==> src/rtl/exc_entry_pkg.sv <==
package exc_entry_pkg;
    localparam int XLEN     = 32;
    localparam int ST_EXL   = 1;
    localparam int ST_ERL   = 2;
    localparam int ST_NMI   = 19;
    localparam int ST_SR    = 20;
    localparam int ST_BEV   = 22;
    localparam int CA_BD    = 31;
    localparam int CODE_LO  = 2;
    localparam int CODE_W   = 5;
    localparam int NREQ     = 4;
    localparam int REQ_SRST = 3;
    localparam int REQ_NMI  = 2;
    localparam int REQ_DBG  = 1;
    localparam int REQ_GEN  = 0;

    typedef enum logic [2:0] {
        PATH_NONE,
        PATH_SRST,
        PATH_NMI,
        PATH_DBG,
        PATH_GEN
    } path_e;

    typedef struct packed {
        logic [XLEN-1:0] pc;
        logic            pc_we;
        logic [XLEN-1:0] epc;
        logic            epc_we;
        logic [XLEN-1:0] errorepc;
        logic            errorepc_we;
        logic [XLEN-1:0] depc;
        logic            depc_we;
        logic [XLEN-1:0] status;
        logic            status_we;
        logic [XLEN-1:0] cause;
        logic            cause_we;
        logic            watch_clr;
        logic            dm_set;
        logic            erl_set;
        logic            exl_set;
        logic            bd_clr;
        logic            err;
    } entry_t;
endpackage

==> src/rtl/exc_prio_sel.sv <==
module exc_prio_sel
    import exc_entry_pkg::*;
(
    input  logic [NREQ-1:0] req_i,
    output path_e           path_o
);
    always_comb begin
        if (req_i[REQ_SRST])      path_o = PATH_SRST;
        else if (req_i[REQ_NMI])  path_o = PATH_NMI;
        else if (req_i[REQ_DBG])  path_o = PATH_DBG;
        else if (req_i[REQ_GEN])  path_o = PATH_GEN;
        else                      path_o = PATH_NONE;
    end
endmodule

==> src/rtl/exc_ret_addr.sv <==
module exc_ret_addr #(
    parameter int W    = 32,
    parameter int STEP = 4
) (
    input  logic [W-1:0] pc_i,
    input  logic         in_ds_i,
    output logic [W-1:0] ret_o
);
    localparam logic [W-1:0] STEP_V = W'(STEP);

    always_comb ret_o = in_ds_i ? (pc_i - STEP_V) : pc_i;
endmodule

==> src/rtl/exc_gen_decode.sv <==
module exc_gen_decode #(
    parameter int W          = 32,
    parameter int CW         = 5,
    parameter int REFILL_OFS = 'h000,
    parameter int OTHER_OFS  = 'h180
) (
    input  logic [CW-1:0] code_i,
    input  logic          refill_i,
    output logic          ok_o,
    output logic [W-1:0]  ofs_o
);
    localparam logic [CW-1:0] LAST_PLAIN = CW'(13);
    localparam logic [CW-1:0] CODE_WATCH = CW'(23);
    localparam logic [CW-1:0] CODE_MCHK  = CW'(24);
    localparam logic [CW-1:0] CODE_TLBL  = CW'(2);
    localparam logic [CW-1:0] CODE_TLBS  = CW'(3);

    logic known;
    logic refill_fit;

    always_comb begin
        known      = (code_i <= LAST_PLAIN) || (code_i == CODE_WATCH) || (code_i == CODE_MCHK);
        refill_fit = (code_i == CODE_TLBL) || (code_i == CODE_TLBS);
        ok_o       = known && (!refill_i || refill_fit);
        ofs_o      = refill_i ? W'(REFILL_OFS) : W'(OTHER_OFS);
    end
endmodule

==> src/rtl/exc_entry_ctrl.sv <==
module exc_entry_ctrl
    import exc_entry_pkg::*;
#(
    parameter logic [31:0] DBG_VEC   = 32'hBFC0_0480,
    parameter logic [31:0] ERR_VEC   = 32'hBFC0_0000,
    parameter logic [31:0] BOOT_BASE = 32'hBFC0_0200,
    parameter logic [31:0] RUN_BASE  = 32'h8000_0000,
    parameter int          INSN_B    = 4
) (
    input  logic            clk,
    input  logic            rst_n,
    input  logic [3:0]      req_i,
    input  logic [4:0]      gen_code_i,
    input  logic            gen_refill_i,
    input  logic [31:0]     pc_i,
    input  logic            in_ds_i,
    input  logic [31:0]     status_i,
    input  logic [31:0]     cause_i,
    output logic [31:0]     pc_o,
    output logic            pc_we_o,
    output logic [31:0]     epc_o,
    output logic            epc_we_o,
    output logic [31:0]     errorepc_o,
    output logic            errorepc_we_o,
    output logic [31:0]     depc_o,
    output logic            depc_we_o,
    output logic [31:0]     status_o,
    output logic            status_we_o,
    output logic [31:0]     cause_o,
    output logic            cause_we_o,
    output logic            watch_clr_o,
    output logic            dm_set_o,
    output logic            erl_set_o,
    output logic            exl_set_o,
    output logic            bd_clr_o,
    output logic            err_o
);
    localparam logic [XLEN-1:0] M_EXL = XLEN'(1) << ST_EXL;
    localparam logic [XLEN-1:0] M_ERL = XLEN'(1) << ST_ERL;
    localparam logic [XLEN-1:0] M_NMI = XLEN'(1) << ST_NMI;
    localparam logic [XLEN-1:0] M_SR  = XLEN'(1) << ST_SR;
    localparam logic [XLEN-1:0] M_BEV = XLEN'(1) << ST_BEV;

    path_e           path;
    logic [XLEN-1:0] ret_addr;
    logic            gen_ok;
    logic [XLEN-1:0] gen_ofs;
    entry_t          ent_d, ent_q;

    exc_prio_sel u_sel (
        .req_i  (req_i),
        .path_o (path)
    );

    exc_ret_addr #(.W(XLEN), .STEP(INSN_B)) u_ret (
        .pc_i    (pc_i),
        .in_ds_i (in_ds_i),
        .ret_o   (ret_addr)
    );

    exc_gen_decode #(.W(XLEN), .CW(CODE_W)) u_dec (
        .code_i   (gen_code_i),
        .refill_i (gen_refill_i),
        .ok_o     (gen_ok),
        .ofs_o    (gen_ofs)
    );

    always_comb begin
        ent_d = '0;
        unique case (path)
            PATH_SRST, PATH_NMI: begin
                ent_d.errorepc    = ret_addr;
                ent_d.errorepc_we = 1'b1;
                ent_d.status      = ((path == PATH_SRST) ? M_SR : M_NMI) | M_ERL | M_BEV;
                ent_d.status_we   = 1'b1;
                ent_d.watch_clr   = (path == PATH_SRST);
                ent_d.erl_set     = 1'b1;
                ent_d.pc          = ERR_VEC;
                ent_d.pc_we       = 1'b1;
                ent_d.bd_clr      = 1'b1;
            end
            PATH_DBG: begin
                ent_d.depc    = ret_addr;
                ent_d.depc_we = 1'b1;
                ent_d.dm_set  = 1'b1;
                ent_d.pc      = DBG_VEC;
                ent_d.pc_we   = 1'b1;
                ent_d.bd_clr  = 1'b1;
            end
            PATH_GEN: begin
                if (gen_ok) begin
                    ent_d.epc                       = ret_addr;
                    ent_d.epc_we                    = 1'b1;
                    ent_d.cause                     = cause_i;
                    ent_d.cause[CODE_LO +: CODE_W]  = gen_code_i;
                    ent_d.cause[CA_BD]              = in_ds_i;
                    ent_d.cause_we                  = 1'b1;
                    ent_d.status                    = status_i | M_EXL;
                    ent_d.status_we                 = 1'b1;
                    ent_d.exl_set                   = 1'b1;
                    ent_d.pc    = (status_i[ST_BEV] ? BOOT_BASE : RUN_BASE) + gen_ofs;
                    ent_d.pc_we = 1'b1;
                    ent_d.bd_clr = 1'b1;
                end else begin
                    ent_d.err = 1'b1;
                end
            end
            default: ent_d = '0;
        endcase
    end

    always_ff @(posedge clk) begin
        if (!rst_n) ent_q <= '0;
        else        ent_q <= ent_d;
    end

    assign pc_o          = ent_q.pc;
    assign pc_we_o       = ent_q.pc_we;
    assign epc_o         = ent_q.epc;
    assign epc_we_o      = ent_q.epc_we;
    assign errorepc_o    = ent_q.errorepc;
    assign errorepc_we_o = ent_q.errorepc_we;
    assign depc_o        = ent_q.depc;
    assign depc_we_o     = ent_q.depc_we;
    assign status_o      = ent_q.status;
    assign status_we_o   = ent_q.status_we;
    assign cause_o       = ent_q.cause;
    assign cause_we_o    = ent_q.cause_we;
    assign watch_clr_o   = ent_q.watch_clr;
    assign dm_set_o      = ent_q.dm_set;
    assign erl_set_o     = ent_q.erl_set;
    assign exl_set_o     = ent_q.exl_set;
    assign bd_clr_o      = ent_q.bd_clr;
    assign err_o         = ent_q.err;

    // at most one entry path (or the error) per cycle
    a_r3_one_path: assert property (@(posedge clk) disable iff (!rst_n)
        $onehot0({epc_we_o, errorepc_we_o, depc_we_o, err_o}));

    // debug entry jumps to the debug vector and leaves Status/Cause alone
    a_r4_dbg_vector: assert property (@(posedge clk) disable iff (!rst_n)
        depc_we_o |-> (pc_we_o && pc_o == DBG_VEC && dm_set_o && !status_we_o && !cause_we_o));

    // error-class entry carries ERL and BEV and the error vector
    a_r6_err_status: assert property (@(posedge clk) disable iff (!rst_n)
        errorepc_we_o |-> (status_o[ST_ERL] && status_o[ST_BEV] && pc_o == ERR_VEC && erl_set_o));

    // a general entry always raises the exception level
    a_r10_gen_exl: assert property (@(posedge clk) disable iff (!rst_n)
        epc_we_o |-> (status_o[ST_EXL] && exl_set_o && cause_we_o));

    // an unsupported type commits nothing
    a_r11_err_quiet: assert property (@(posedge clk) disable iff (!rst_n)
        err_o |-> (!pc_we_o && !status_we_o && !cause_we_o && !bd_clr_o && !watch_clr_o));

    // a soft reset request shows up one cycle later
    a_r2_srst_latency: assert property (@(posedge clk) disable iff (!rst_n)
        req_i[REQ_SRST] |=> (errorepc_we_o && status_o[ST_SR]));

    // debug return address corrected for the delay slot
    a_r5_dbg_ret: assert property (@(posedge clk) disable iff (!rst_n)
        (req_i == 4'b0010) |=> (depc_o == ($past(pc_i) - ($past(in_ds_i) ? 32'(INSN_B) : 32'd0))));
endmodule

==> config.mk <==
export PLATFORM = sky130hd
export DESIGN_NAME = exc_entry_ctrl
export DESIGN_NICKNAME = d
export VERILOG_FILES = /design/src/rtl/exc_entry_pkg.sv /design/src/rtl/exc_prio_sel.sv /design/src/rtl/exc_ret_addr.sv /design/src/rtl/exc_gen_decode.sv /design/src/rtl/exc_entry_ctrl.sv
export SDC_FILE = /design/constraint.sdc
export NUM_CORES = 1
export LEC_CHECK = 0
export BUFFER_PORTS_ARGS = -buffer_cell sky130_fd_sc_hd__buf_2
export CAP_MARGIN = 10
export CORE_AREA = 2 2 122 124
export DETAILED_ROUTE_END_ITERATION = 16
export DIE_AREA = 0 0 124 126
export HOLD_SLACK_MARGIN = 0.03
export PLACE_DENSITY = 0.82
export SYNTH_ARGS = -nofsm -noshare
export SYNTH_HDL_FRONTEND = slang
export SYNTH_SLANG_ARGS = --single-unit
export TNS_END_PERCENT = 10
==> constraint.sdc <==
create_clock -name clk -period 4.9 [get_ports clk]
set_input_delay 0.735 -clock clk [delete_from_list [all_inputs] [get_ports clk]]
set_output_delay 0.735 -clock clk [all_outputs]
set_load 0.01 [all_outputs]
**Word level (Yosys, flattened, before mapping)**

Cells that the tools add are included.
Widths: inputs -> output; s select.

- Register bits: 204
- Input port bits: 109
- Output and inout port bits: 204
- Word-level logic and storage cells: 60

- $add $sub $neg: 2
- $lt $le $gt $ge: 1
- Equal/unequal tests: 8
- Mux-type cells: 19
- Reductions and logical operators: 12

Operators with widths:

| operator | count |
|---|---|
| $mux 66 | 2 |
| $pmux 33 s3 | 1 |
| $pmux 33 s2 | 1 |
| $add 32x32->32 | 1 |
| $mux 32 | 1 |
| $sub 32x3->32 const B | 1 |
| $mux 30 | 1 |
| $mux 21 | 1 |
| $mux 3 | 4 |
| $eq 5x2->1 const B | 2 |
| $eq 5x5->1 const B | 2 |
| $mux 9 | 1 |
| $eq 3x2->1 const B | 2 |
| $reduce_and 2->1 | 3 |
| $le 5x4->1 const B | 1 |
| $mux 1 | 5 |
| $logic_or 1x1->1 | 4 |
| $eq 3x1->1 const B | 1 |
| $eq 3x3->1 const B | 1 |
| $reduce_and 3->1 | 1 |
| $reduce_or 3->1 | 1 |
| $mux 2 | 1 |
| $pmux 1 s2 | 1 |
| $reduce_or 2->1 | 1 |
| 2 further kinds | 2 |

**Longest topological paths before layout**

Gate-level depths: netlist (run 1).

- Word-level depth: 7
- Depth in mapped cells: 6
- Gate-level depth less buffers: 6

**By module**

A second synthesis (run 1) with hierarchy kept.

- Cell total of the unflattened synthesis: 672
- Area total of the unflattened synthesis: 7129.3 um2

Modules (own cells, without submodules):

| module | times used | cells an instance | area an instance (um2) | seq. area each (um2) |
|---|---|---|---|---|
| exc_entry_ctrl | 1 | 541 | 6179.7 | 4003.8 |
| exc_ret_addr | 1 | 85 | 616.8 | 0.0 |
| exc_gen_decode | 1 | 41 | 297.8 | 0.0 |
| exc_prio_sel | 1 | 5 | 35.0 | 0.0 |

**Worst setup path after synthesis (run 1)**

OpenSTA, ideal clock, no wires.

- Kind: input to register
- From: in pc_i[10]
- To: reg ent_q, in the netlist depc_o[31]
- Library setup time: 0.071 ns
- Arrival time: 2.564 ns
- Required time: 4.829 ns
- Setup slack: 2.265 ns
- Stages: 5
- Buffers on the path: 1
- Path through: or4_4 or4_1 buf_2 or4_4 a21oi_1

- Longest elaborated chain between the ends: 2

RTL lines:

| item | RTL line | RTL |
|---|---|---|
| from (decl) | exc_entry_ctrl.sv:15 | `input logic [31:0] pc_i,` |
| $sub 32x3->32 | exc_ret_addr.sv:11 | `always_comb ret_o = in_ds_i ? (pc_i - STEP_V) : pc_i;` |
| $mux 32 | exc_ret_addr.sv:11 |  |
| to (signal assigned) | exc_entry_ctrl.sv:114 | `else ent_q <= ent_d;` |
| to (decl) | exc_entry_ctrl.sv:48 | `entry_t ent_d, ent_q;` |

No other way between the ends.
A chain may end at the register's enable or synchronous reset.

**Final worst setup path (run 1)**

- From: in gen_code_i[4]
- To: reg ent_q, in the netlist cause_o[5]

- Longest elaborated chain between the ends: 5
- Elaborated cells on any way between the ends: 11
- Those cells by class: order compare (1); eq/ne (4); reduce/logical (6)

RTL lines:

| item | RTL line | RTL |
|---|---|---|
| from (decl) | exc_entry_ctrl.sv:13 | `input logic [4:0] gen_code_i,` |
| $le 5x4->1, or another cell as far along | exc_gen_decode.sv:22 | `known = (code_i <= LAST_PLAIN) \|\| (code_i == CODE_WATCH) \|\| (code_i == CODE_MCHK);` |
| $logic_or 1x1->1 (on tied branches) | exc_gen_decode.sv:22, exc_gen_decode.sv:23 |  |
| $logic_or 1x1->1 (on tied branches) | exc_gen_decode.sv:22, exc_gen_decode.sv:24 |  |
| $logic_and 1x1->1 (*) | exc_gen_decode.sv:24 | `ok_o = known && (!refill_i \|\| refill_fit);` |
| $reduce_and 3->1 (no source line) (*) | -- |  |

Mark *: on every way between the ends. The rest lies on a longest branch, timed or not.

==> results of run 1 <==
## registers in the layout, summed over array words and instances, names as in the netlist, 6 cells and up
signal and count:
cause_o 32, depc_o 32, epc_o 32, errorepc_o 32, status_o 32, pc_o 6
## metrics by stage
| stage | util [%] | setup slack (ns) | total power, mW |
|---|---|---|---|
| floorplan | - | 2.265 | 1.574 |
| global placement | 48.61 | 1.545 | 1.658 |
| detailed placement | 48.61 | 1.541 | 1.661 |
| CTS | 52.56 | 1.972 | 2.942 |
| global route | 52.56 | 1.784 | 3.037 |
| finish | 52.56 | 1.979 | 2.914 |
## cell families after synthesis
family          after synthesis  share of synthesized area (%)
other cells                   1                        0.06816
xor+xnor                     13                          2.070
simple gates                191                          19.88
fa+ha+maj                     1                         0.2274
compound gates               79                          8.347
flops                       173                          62.95
buf+inv                      60                          6.254
mux                           1                         0.2047
## cells in the final DEF, fill, tap and decap left out, drive strengths merged, types with 9 or more instances in the layout
cell type and n:
buf 290, dfxtp 173, and2 67, nor2 51
a21oi 51, or4 21, conb 19, inv 19
clkbuf 17, o31ai 12, nand2 10, xor2 9
## per-layer routing
metal | part of all wire (%) | GRT usage (%) | routed length, um
met2 | 51 | 32.97 | 7663
met1 | 38 | 21.01 | 5800
met3 | 9.6 | 7.745 | 1452
met5 | 0 | 0 | 0
met4 | 1.7 | 6.808 | 255
## worst max-delay path: cells and delay by family
kind,cells,cell delay (ns)
AO/OA/AOI/OAI,2,0.32
buffers and inverters,4,1.36
AND/OR/NAND/NOR,2,0.84
## worst paths after layout
path,startpoint,endpoint,slack [ns],cells past startpoint
setup / recovery,gen_code_i[4],cause_o[5],1.98,8
hold / removal,status_i[2],status_o[2],0.51,2
## report_power, final
group	switching [mW]	total [mW]	internal (mW)
combinational	0.110	0.186	0.0766
clock	0.608	1.29	0.678
sequential	0.00804	1.44	1.43
## final cells by class
class / count / share of cell area, %
Multi-Input combinational cell: 304 / 23.57
Timing Repair Buffer: 290 / 19.42
Inverter: 8 / 0.3991
Clock buffer: 17 / 5.654
Sequential cell: 173 / 46.03
Tap cell: 184 / 3.060
Clock inverter: 15 / 1.863
==> reports/results.txt, run 1 <==
The run finished with clean final reports. The design area was 7523 um2; the slew at the pin closest to its max-slew limit was 1.045 ns. In the routed design, unresolved DRC markers number 0. I/O pin count: 313. The worst setup path is launched from an input pin. In the synthesized netlist, the number of instances is 519.

The final hold violation count was 0. The logs give 3463 um2 for the area occupied by registers and 0 for the number of warning messages in the yosys log. Number of hold buffers added after CTS: 0. The repair_antennas step left the layout with diodes totalling 0.

Summed over all cells, the static leakage comes to 3.783 nW. The run gives 30.06% as the max-slew headroom at the worst pin. After detailed placement, the total cell area comes to 6958 um2.

Summing the sequential cell areas from Yosys gives 62.95% of the chip area. The first global-routing pass estimated 22,590 um of wire. The global-route congestion overflow total came out at 0. Once placement completed, the tool counted placed cells totaling 959. In this design, the stage delay of the slowest critical-path cell is 0.65 ns. Setup repair after global routing left no endpoint under its margin. The net count of the finished layout is 904.

The tools report the setup TNS as 0 ns. The initialized floorplan defines 44 standard-cell rows. The clock transition time at the flip-flop clock pins of the worst setup and hold paths is 0.08 ns, and the number of violations of the max-capacitance limit is 0. The buffer count from post-CTS setup fixing was 0.

The tools report the summed instance area of the synthesized netlist as 5502 um2. The cell with the largest stage delay on the worst path is sky130_fd_sc_hd__or4b_2. For this run, asynchronously set or reset flops after synthesis account for 0%. STA classifies the critical path endpoint as a register.

The number of different library cells in the post-synthesis netlist came out at 40. The placer's final routability congestion estimate came out at 0.8055. The final route contains 4,626 vias.

From bottom edge to top edge, the die measures 126 um. TritonCTS built the clock tree. The tools report the final-report max-slew violation count as 0.

The path class of the tightest hold or removal check is input pin to register. The width of the die works out to 124 um. The core region is 14,310 um2.

Number of synthesized flops with an enable pin: 0. The layout cell share with drive strength beyond 1 was 41.14%; the post-route fraction of the period consumed by the critical path was 59.60%. The logs give 0 for the final setup violation count and 0 for the post-route antenna net violation count. Traced cell by cell, the critical path runs through buf_2 -> or4b_2 -> o311a_1 -> a21o_1 -> buf_4 -> inv_1 -> buf_4 -> and2_1. The number of clock sinks seen by CTS is 173. The run gives 15,170 um as the total wirelength of the detailed-routed design. Among all flip-flop cells after synthesis, the most frequent one is sky130_fd_sc_hd__dfxtp_1. The run gives 5.25 ns as the endpoint required time on the critical path. The average size of a mapped cell is 10.60 um2.

For this configuration, the core starts out at a cell density of 38.44%. In this run, post-CTS repair resized a total of 0 instances. By area the synthesized netlist is led by sky130_fd_sc_hd__dfxtp_1, sky130_fd_sc_hd__and2_1, sky130_fd_sc_hd__a21oi_1. The number of antenna violations at the first check in global routing was 0; the H-tree level count was 4. The routed length per placed instance works out to 15.31 um. The worst setup path is of the input pin to register kind. The pre-antenna-repair detailed-routing pass consisted of 4 iterations. In this run, CTS created clock tree buffers numbering 17.

The top cell type by total area after synthesis was sky130_fd_sc_hd__dfxtp_1. The overall global routing resource usage was 19.11%. No sink is reached through more buffers than the 2 on the longest clock path.

The total power divided by cell area is 387.4 nW/um2, and the HPWL after detailed placement is 11,300 um. The floorplan step defined a die boundary enclosing 15,620 um2. The filler cell count came out at 1,301. In this run the worst path has a maximum fanout of 40. Across the VDD grid, the largest voltage drop is 0.4055 mV. In this run, synthesis produced a sequential element count of 173. The portion of synthesized cell area occupied by the leading cell type works out to 62.95%. In the final layout, the multi-input gates occupy 1773 um2. The number of non-filler instances in the completed layout was 991. Among all cell types in the netlist, the one instantiated most often is sky130_fd_sc_hd__dfxtp_1. The ratio of routed vias to standard cells was 4.668; the arrival time of the worst setup path was 3.28 ns. Worst hold slack: 0.5078 ns.

The cell at the root of the clock tree is sky130_fd_sc_hd__clkbuf_16. The run gives 41 as the maximum number of pins on one net before global-route repair. Derived from the worst setup path, the maximum achievable clock frequency is 342.4 MHz. The detailed router finished its first iteration with 200 violations.

Via count of the first global-routing pass: 4,285. In the synthesized netlist, the cells that appear most often are sky130_fd_sc_hd__dfxtp_1, sky130_fd_sc_hd__and2_1, sky130_fd_sc_hd__a21oi_1, sky130_fd_sc_hd__nor2_1, sky130_fd_sc_hd__buf_4. The routed design could run at a clock period as short as 2.921 ns. The most numerous cell on the critical path is sky130_fd_sc_hd__buf_4. The relative area change from synthesis to final layout is 36.75%. In this run the tool buffered the top-level ports with 286 buffer cells.
Power figures use the tool's default switching activity.
==> run 2: changes to the inputs <==
CORE_AREA = default   (was 2 2 122 124)
CORE_UTILIZATION = 39   (was default)
DIE_AREA = default   (was 0 0 124 126)
PLACE_DENSITY = 0.86   (was 0.82)
clock period = 2.45 ns   (was 4.9 ns; I/O delays follow)
==> reports/results.txt, run 2 (same netlist as run 1, synthesis figures left out) <==
The tools report the post-layout utilization of the core as 55.69%. By startpoint and endpoint, the worst setup path is classified as input pin to register. The clock transition time at the flip-flop clock pins of the worst setup and hold paths was 0.07 ns; the ratio of routed vias to standard cells was 4.741.

Internal power comes to 4.517 mW. The logs give 920 for the layout net count and 71 for the maximum number of pins on one net before global-route repair. Global routing used 21.02% of the available tracks across all layers. The sequential group share of total power was 47.8%.

The global-route congestion overflow total is 0. Across the run, the number of max-cap violations was 0. After the first detailed-routing iteration, the DRC count stood at 222. Setup repair after global routing left no endpoint under its margin. Setup violations remaining at the end of the flow were counted as 0.

The tools report the design area as 7700 um2. The wire length of the first global-routing pass was 22,940 um; the fraction of power spent switching nets was 25.13%. The detail route stage leaves a number of antenna-violating nets equal to 0. In this run the static leakage power is 3.884 nW.

The maximum clock path buffer count was 2; the number of input and output port buffers inserted was 286. The flow ran to the end, and the final reports show no timing, DRC or antenna violations. The number of CTS-inserted buffers came out at 17. The floorplan step set the die width to 120.8 um. Along the worst hold path, the cell count comes to 2. The floorplan die height came out at 120.8 um. The routed layout has 4,755 vias. Summed over all nets, the half-perimeter wirelength after detailed placement is 11,520 um.

Row generation in the floorplan step produced 43 rows. The arrival time of the worst setup path came out at 2.44 ns. The slowest stage of the critical path belongs to the cell sky130_fd_sc_hd__or4_1. The tools report the share of total power in combinational logic as 6.5%.

The tools report the startpoint of the worst hold path as cause_i[20]. The top cell types in the final layout, fill and taps aside, are sky130_fd_sc_hd__buf_2, sky130_fd_sc_hd__dfxtp_1, sky130_fd_sc_hd__and2_1. The quantity of gates resized following cts came out at 0. The floorplan step defined a die boundary enclosing 14,590 um2. For the final-report max-slew violation count, the log shows 0. The critical path goes through buf_2 -> or4_1 -> or4_1 -> or4_1 -> a21oi_1. The maximum fanout along the worst path was 7. At the pin with the least slew margin, the transition time is 0.5171 ns. The count of buffering cells on the critical path with inverters included is 1, and the clock period minus worst slack is 2.092 ns. 0 antenna diodes ended up in the layout. CTS built an H-tree with a depth of 4.

Most common library cell in the layout ignoring fill and taps: sky130_fd_sc_hd__buf_2. The post-route fraction of the period consumed by the critical path came out at 85.39%. The worst setup path is launched from an input pin. Based on the critical path, the design can be clocked at up to 478.0 MHz. The share of power burned in the clock network was 45.7%. The via count of the first global-routing pass is 4,406, and the placer's final routability congestion estimate is 0.8438. After floorplanning, the core was sized to cover 13,830 um2. Buffers inserted to repair hold after CTS numbered 0. The tools report the buffer count from post-CTS setup fixing as 0.

Of the cells placed in the final design, the portion with a size suffix greater than 1 is 42.41%. The worst hold path terminates at cause_o[20]. The total net switching power is 1.516 mW, and the endpoint required time on the critical path is 2.79 ns.

Dividing the detail-routed wire length by the instance count gives 15.49 um. TritonCTS built the clock tree. The number of antenna violations at the first check in global routing was 0. The most numerous cell on the critical path is sky130_fd_sc_hd__or4_1.

During I/O placement, the number of pins put on the boundary was 313. Compared with the post-synthesis result, the final layout area differs by 39.96%. Hold is met by 0.1365 ns. The worst supply voltage drop on vdd is 0.5312 mV, and the initial cell density of the core is 39.79%. The tree is rooted in a sky130_fd_sc_hd__clkbuf_16.

Power comes to 6.034 mW. For this block, the routed nets add up to 15,530 um of wire. Power spread over the standard cell area amounts to 783.6 nW/um2. The DRC violations left is 0.

The worst setup path is captured at a register. The largest single stage delay on the critical path is 0.61 ns. The number of detailed-route iterations in the first pass came out at 4.

The type of the tightest min-delay check was input pin to register. The kind of cell with the highest combined delay on the critical path was simple AND/OR/NAND/NOR gates. The tree built by TritonCTS fans out to 173 sinks. The final hold violation count was 0. Max-slew headroom at the worst pin: 65.21%. The instance area at placement is 7083 um2. The start point of the critical path is pc_i[20].
[run 2: layout make-up]
class | count | area, um2
clock buffer | 17 | 425.4
clock inverter | 15 | 191.4
fill | 1170 | 6127
inverter | 8 | 30.03
multi-input combinational | 304 | 1770
sequential | 173 | 3463
tap | 180 | 225.2
timing repair buffer | 306 | 1594
[run 2: power groups by stage]
stage / sequential, mW / clock (mW) / combinational, mW
2_1_floorplan: 2.98 / 0 / 0.164
3_3_place_gp: 2.95 / 0 / 0.382
3_5_place_dp: 2.95 / 0 / 0.388
4_1_cts: 2.89 / 2.80 / 0.391
5_1_grt: 2.89 / 2.94 / 0.426
6_report: 2.89 / 2.76 / 0.390
[run 2: worst max path at each step]
stage	to	slack, ns	cells after the start
5_1_grt	epc_o[28]	0.32	6
3_5_place_dp	errorepc_o[31]	-0.04	5
2_1_floorplan	depc_o[31]	0.18	5
6_report	depc_o[25]	0.36	5
3_3_place_gp	errorepc_o[31]	-0.02	5
4_1_cts	errorepc_o[31]	0.39	5
[run 2: layer usage]
metal,track usage (%),vias to the layer above,part of all wire [%]
met5,0,-,0
met2,36.42,220,50
met4,7.793,0,1.9
met1,24.06,2233,41
met3,6.745,22,6.7
li1,-,2280,-
[run 2: stage by stage]
| step | setup WS (ns) | setup TNS [ns] | cells |
|---|---|---|---|
| 2_1_floorplan | 0.1829 | 0 | 537 |
| 3_3_place_gp | -0.02218 | -0.04177 | 971 |
| 3_5_place_dp | -0.03779 | -0.1696 | 971 |
| 4_1_cts | 0.3929 | 0 | 1003 |
| 5_1_grt | 0.3186 | 0 | 1003 |
| 6_report | 0.3580 | 0 | 1003 |
==> run 3: changes to the inputs <==
CORE_AREA = 2 2 120 122   (was default)
CORE_UTILIZATION = default   (was 39)
DIE_AREA = 0 0 122 124   (was default)
PLACE_DENSITY = 0.85   (was 0.86)
RECOVER_POWER = 100   (was default)
clock period = 2 ns   (was 2.45 ns; I/O delays follow)
==> reports/results.txt, run 3 (same netlist as run 1, synthesis figures left out) <==
The run finished with clean final reports. The relative area change from synthesis to final layout came out at 38.14%. The run gives 0 as the final hold violation count.

In this design, the stage delay of the slowest critical-path cell is 0.58 ns. The tools report the placer's final routability congestion estimate as 0.8807. The maximum clock frequency was 516.6 MHz.

For this run, the detailed router's first-pass iteration total came to 4. The design draws 7.279 mW. Design area: 7600 um2. The tools report the DRC violations left as 0. For this design the static power due to leakage is 3.177 nW. The first global-routing pass estimated 23,690 um of wire.

The tree built by TritonCTS fans out to 173 sinks. The worst hold path cell count came out at 2. Overall global routing resource usage: 20.92%.

Setup repair after global routing left no endpoint under its margin. The wire-length estimate of the detail-placed layout is 12,180 um. In the final design database the tool counted 950 nets.

Entering global routing, the biggest net connects 58 pins. In the final routing, the length of wire on met1 measures 6173 um. The post-route fraction of the period consumed by the critical path is 96.78%, and the via count is 4,894.

The root buffer cell chosen for the clock tree is sky130_fd_sc_hd__clkbuf_16. The worst supply voltage drop on vdd was 0.6469 mV. Summing all placed instances gives a cell area of 7332 um2. The number of core rows is 43. The clock transition time at the flip-flop clock pins of the worst setup and hold paths came out at 0.07 ns. Global-route congestion overflow total: 0. The logs give 0.06437 ns for the minimum setup slack in the final design and 1385 um for the sum of met3 wire segment lengths after detailed routing. Headroom to the max-slew limit came out at 42.88%.

The via count of the first global-routing pass was 4,604; the number of violations of the max-capacitance limit was 0. STA classifies the critical path endpoint as a register. Highest metal layer with signal wires: met5. STA classifies the critical path startpoint as an input pin. The tightest min-delay check is of the input pin to register type. For this block, the initial DRC count from the detailed router was 223. Among cell families on the critical path, the largest total delay comes from simple AND/OR/NAND/NOR gates. 0 antenna diodes ended up in the layout. The post-layout utilization of the core came out at 55.39%. Counting along the longest clock path gives a buffer depth of 2. The number of CTS-inserted buffers came out at 17. Along the worst path, the maximum fanout reaches 5. In this run the tool buffered the top-level ports with 286 buffer cells. Floorplan die height: 124 um. The tools report the I/O pin count as 313. After detailed routing, the number of vias per cell comes to 4.738. The count of buffering cells on the critical path with inverters included is 1. For this configuration, the core starts out at a cell density of 40.10%. In this run the number of cells on the critical path is 5. TritonCTS built the clock tree.

The number of antenna violations at the first check in global routing was 1; the routed length per placed instance was 15.85 um. Counting I/O delays and the setup requirement, the final critical path takes 1.936 ns. The worst setup path is of the input pin to register kind. Traced cell by cell, the critical path runs through clkbuf_1 -> or4_4 -> or4_4 -> or4_1 -> a21oi_1.

Summed over all nets, wire length on met2 after detailed routing comes to 8535 um. The logs give 2.28 ns for the arrival time of the worst setup path and 16,370 um for the total wirelength of the detailed-routed design. Most common library cell in the layout ignoring fill and taps: sky130_fd_sc_hd__clkbuf_1. The top cell types in the final layout, fill and taps aside, are sky130_fd_sc_hd__clkbuf_1, sky130_fd_sc_hd__dfxtp_1, sky130_fd_sc_hd__buf_2.

The core region is 13,720 um2. The floorplan step set the die width to 122 um. The most numerous cell type found on the critical path is sky130_fd_sc_hd__or4_4.

The pre-CTS setup slack came out at -0.3815 ns. The worst hold path begins at status_i[2]. The total power divided by cell area is 957.8 nW/um2.

The layout cell share with drive strength beyond 1 is 20.75%, and the area enclosed by the die boundary is 15,130 um2. The cell with the largest stage delay on the worst path was sky130_fd_sc_hd__or4_4. The logs give 0.06852 ns for the worst hold slack and 0 for the buffer count from post-CTS setup fixing. The tools report the start point of the critical path as pc_i[10]. The final-report max-slew violation count was 0; the post-route antenna net violation count was 0. The H-tree was split into 4 levels. The worst hold path terminates at status_o[2]. Setup violations remaining at the end of the flow were counted as 0.

For the worst setup path, the data required time is 2.34 ns. The slew at the pin closest to its max-slew limit was 0.8567 ns.
## run 3: cell count changes in the layout (fill, tap and decap cells not counted), sizes merged
cell / previous run / this run
clkbuf: 17 / 224
inv: 18 / 16
buf: 306 / 131
clkinv: 3 / 2
clkinvlp: 1 / 2
## run 3: worst max path at each step
| stage | slack (ns) | end |
|---|---|---|
| finish | 0.06 | depc_o[31] |
| global route | 0.02 | epc_o[28] |
| CTS | 0.06 | epc_o[25] |
| detailed placement | -0.38 | epc_o[25] |
| global placement | -0.33 | epc_o[25] |
| floorplan | -0.19 | depc_o[31] |
## run 3: power by group
part | switching, mW | total, mW | internal, mW
sequential | 0.0238 | 3.54 | 3.52
clock | 1.47 | 3.25 | 1.78
combinational | 0.284 | 0.488 | 0.203
## run 3: cell type report
cell class	count	area, um2
flip-flops and latches	173	3463
clock inverters	13	150.1
fillers	1313	6120
inverters	8	30.03
clock buffers	19	432.9
multi-input cells	304	1759
repair buffers	336	1539
well taps	180	225.2
## run 3: layer usage
metal,vias up,global-route usage (%)
met4,2,7.830
li1,2346,-
met2,232,38.20
met5,-,0
met3,22,7.189
met1,2292,22.27
## run 3: what timing repair did
| action | 4_1_cts | 5_1_grt |
|---|---|---|
| setup endpoints to repair | 0 | 5 |
| hold buffers | 0 | 0 |
| resized for setup | 0 | 1 |
## run 3: per-stage QoR
stage	instances	setup TNS [ns]
2_1_floorplan	537	-2.244
3_3_place_gp	1001	-6.970
4_1_cts	1033	0
3_5_place_dp	1001	-8.258
5_1_grt	1033	0
6_report	1033	0
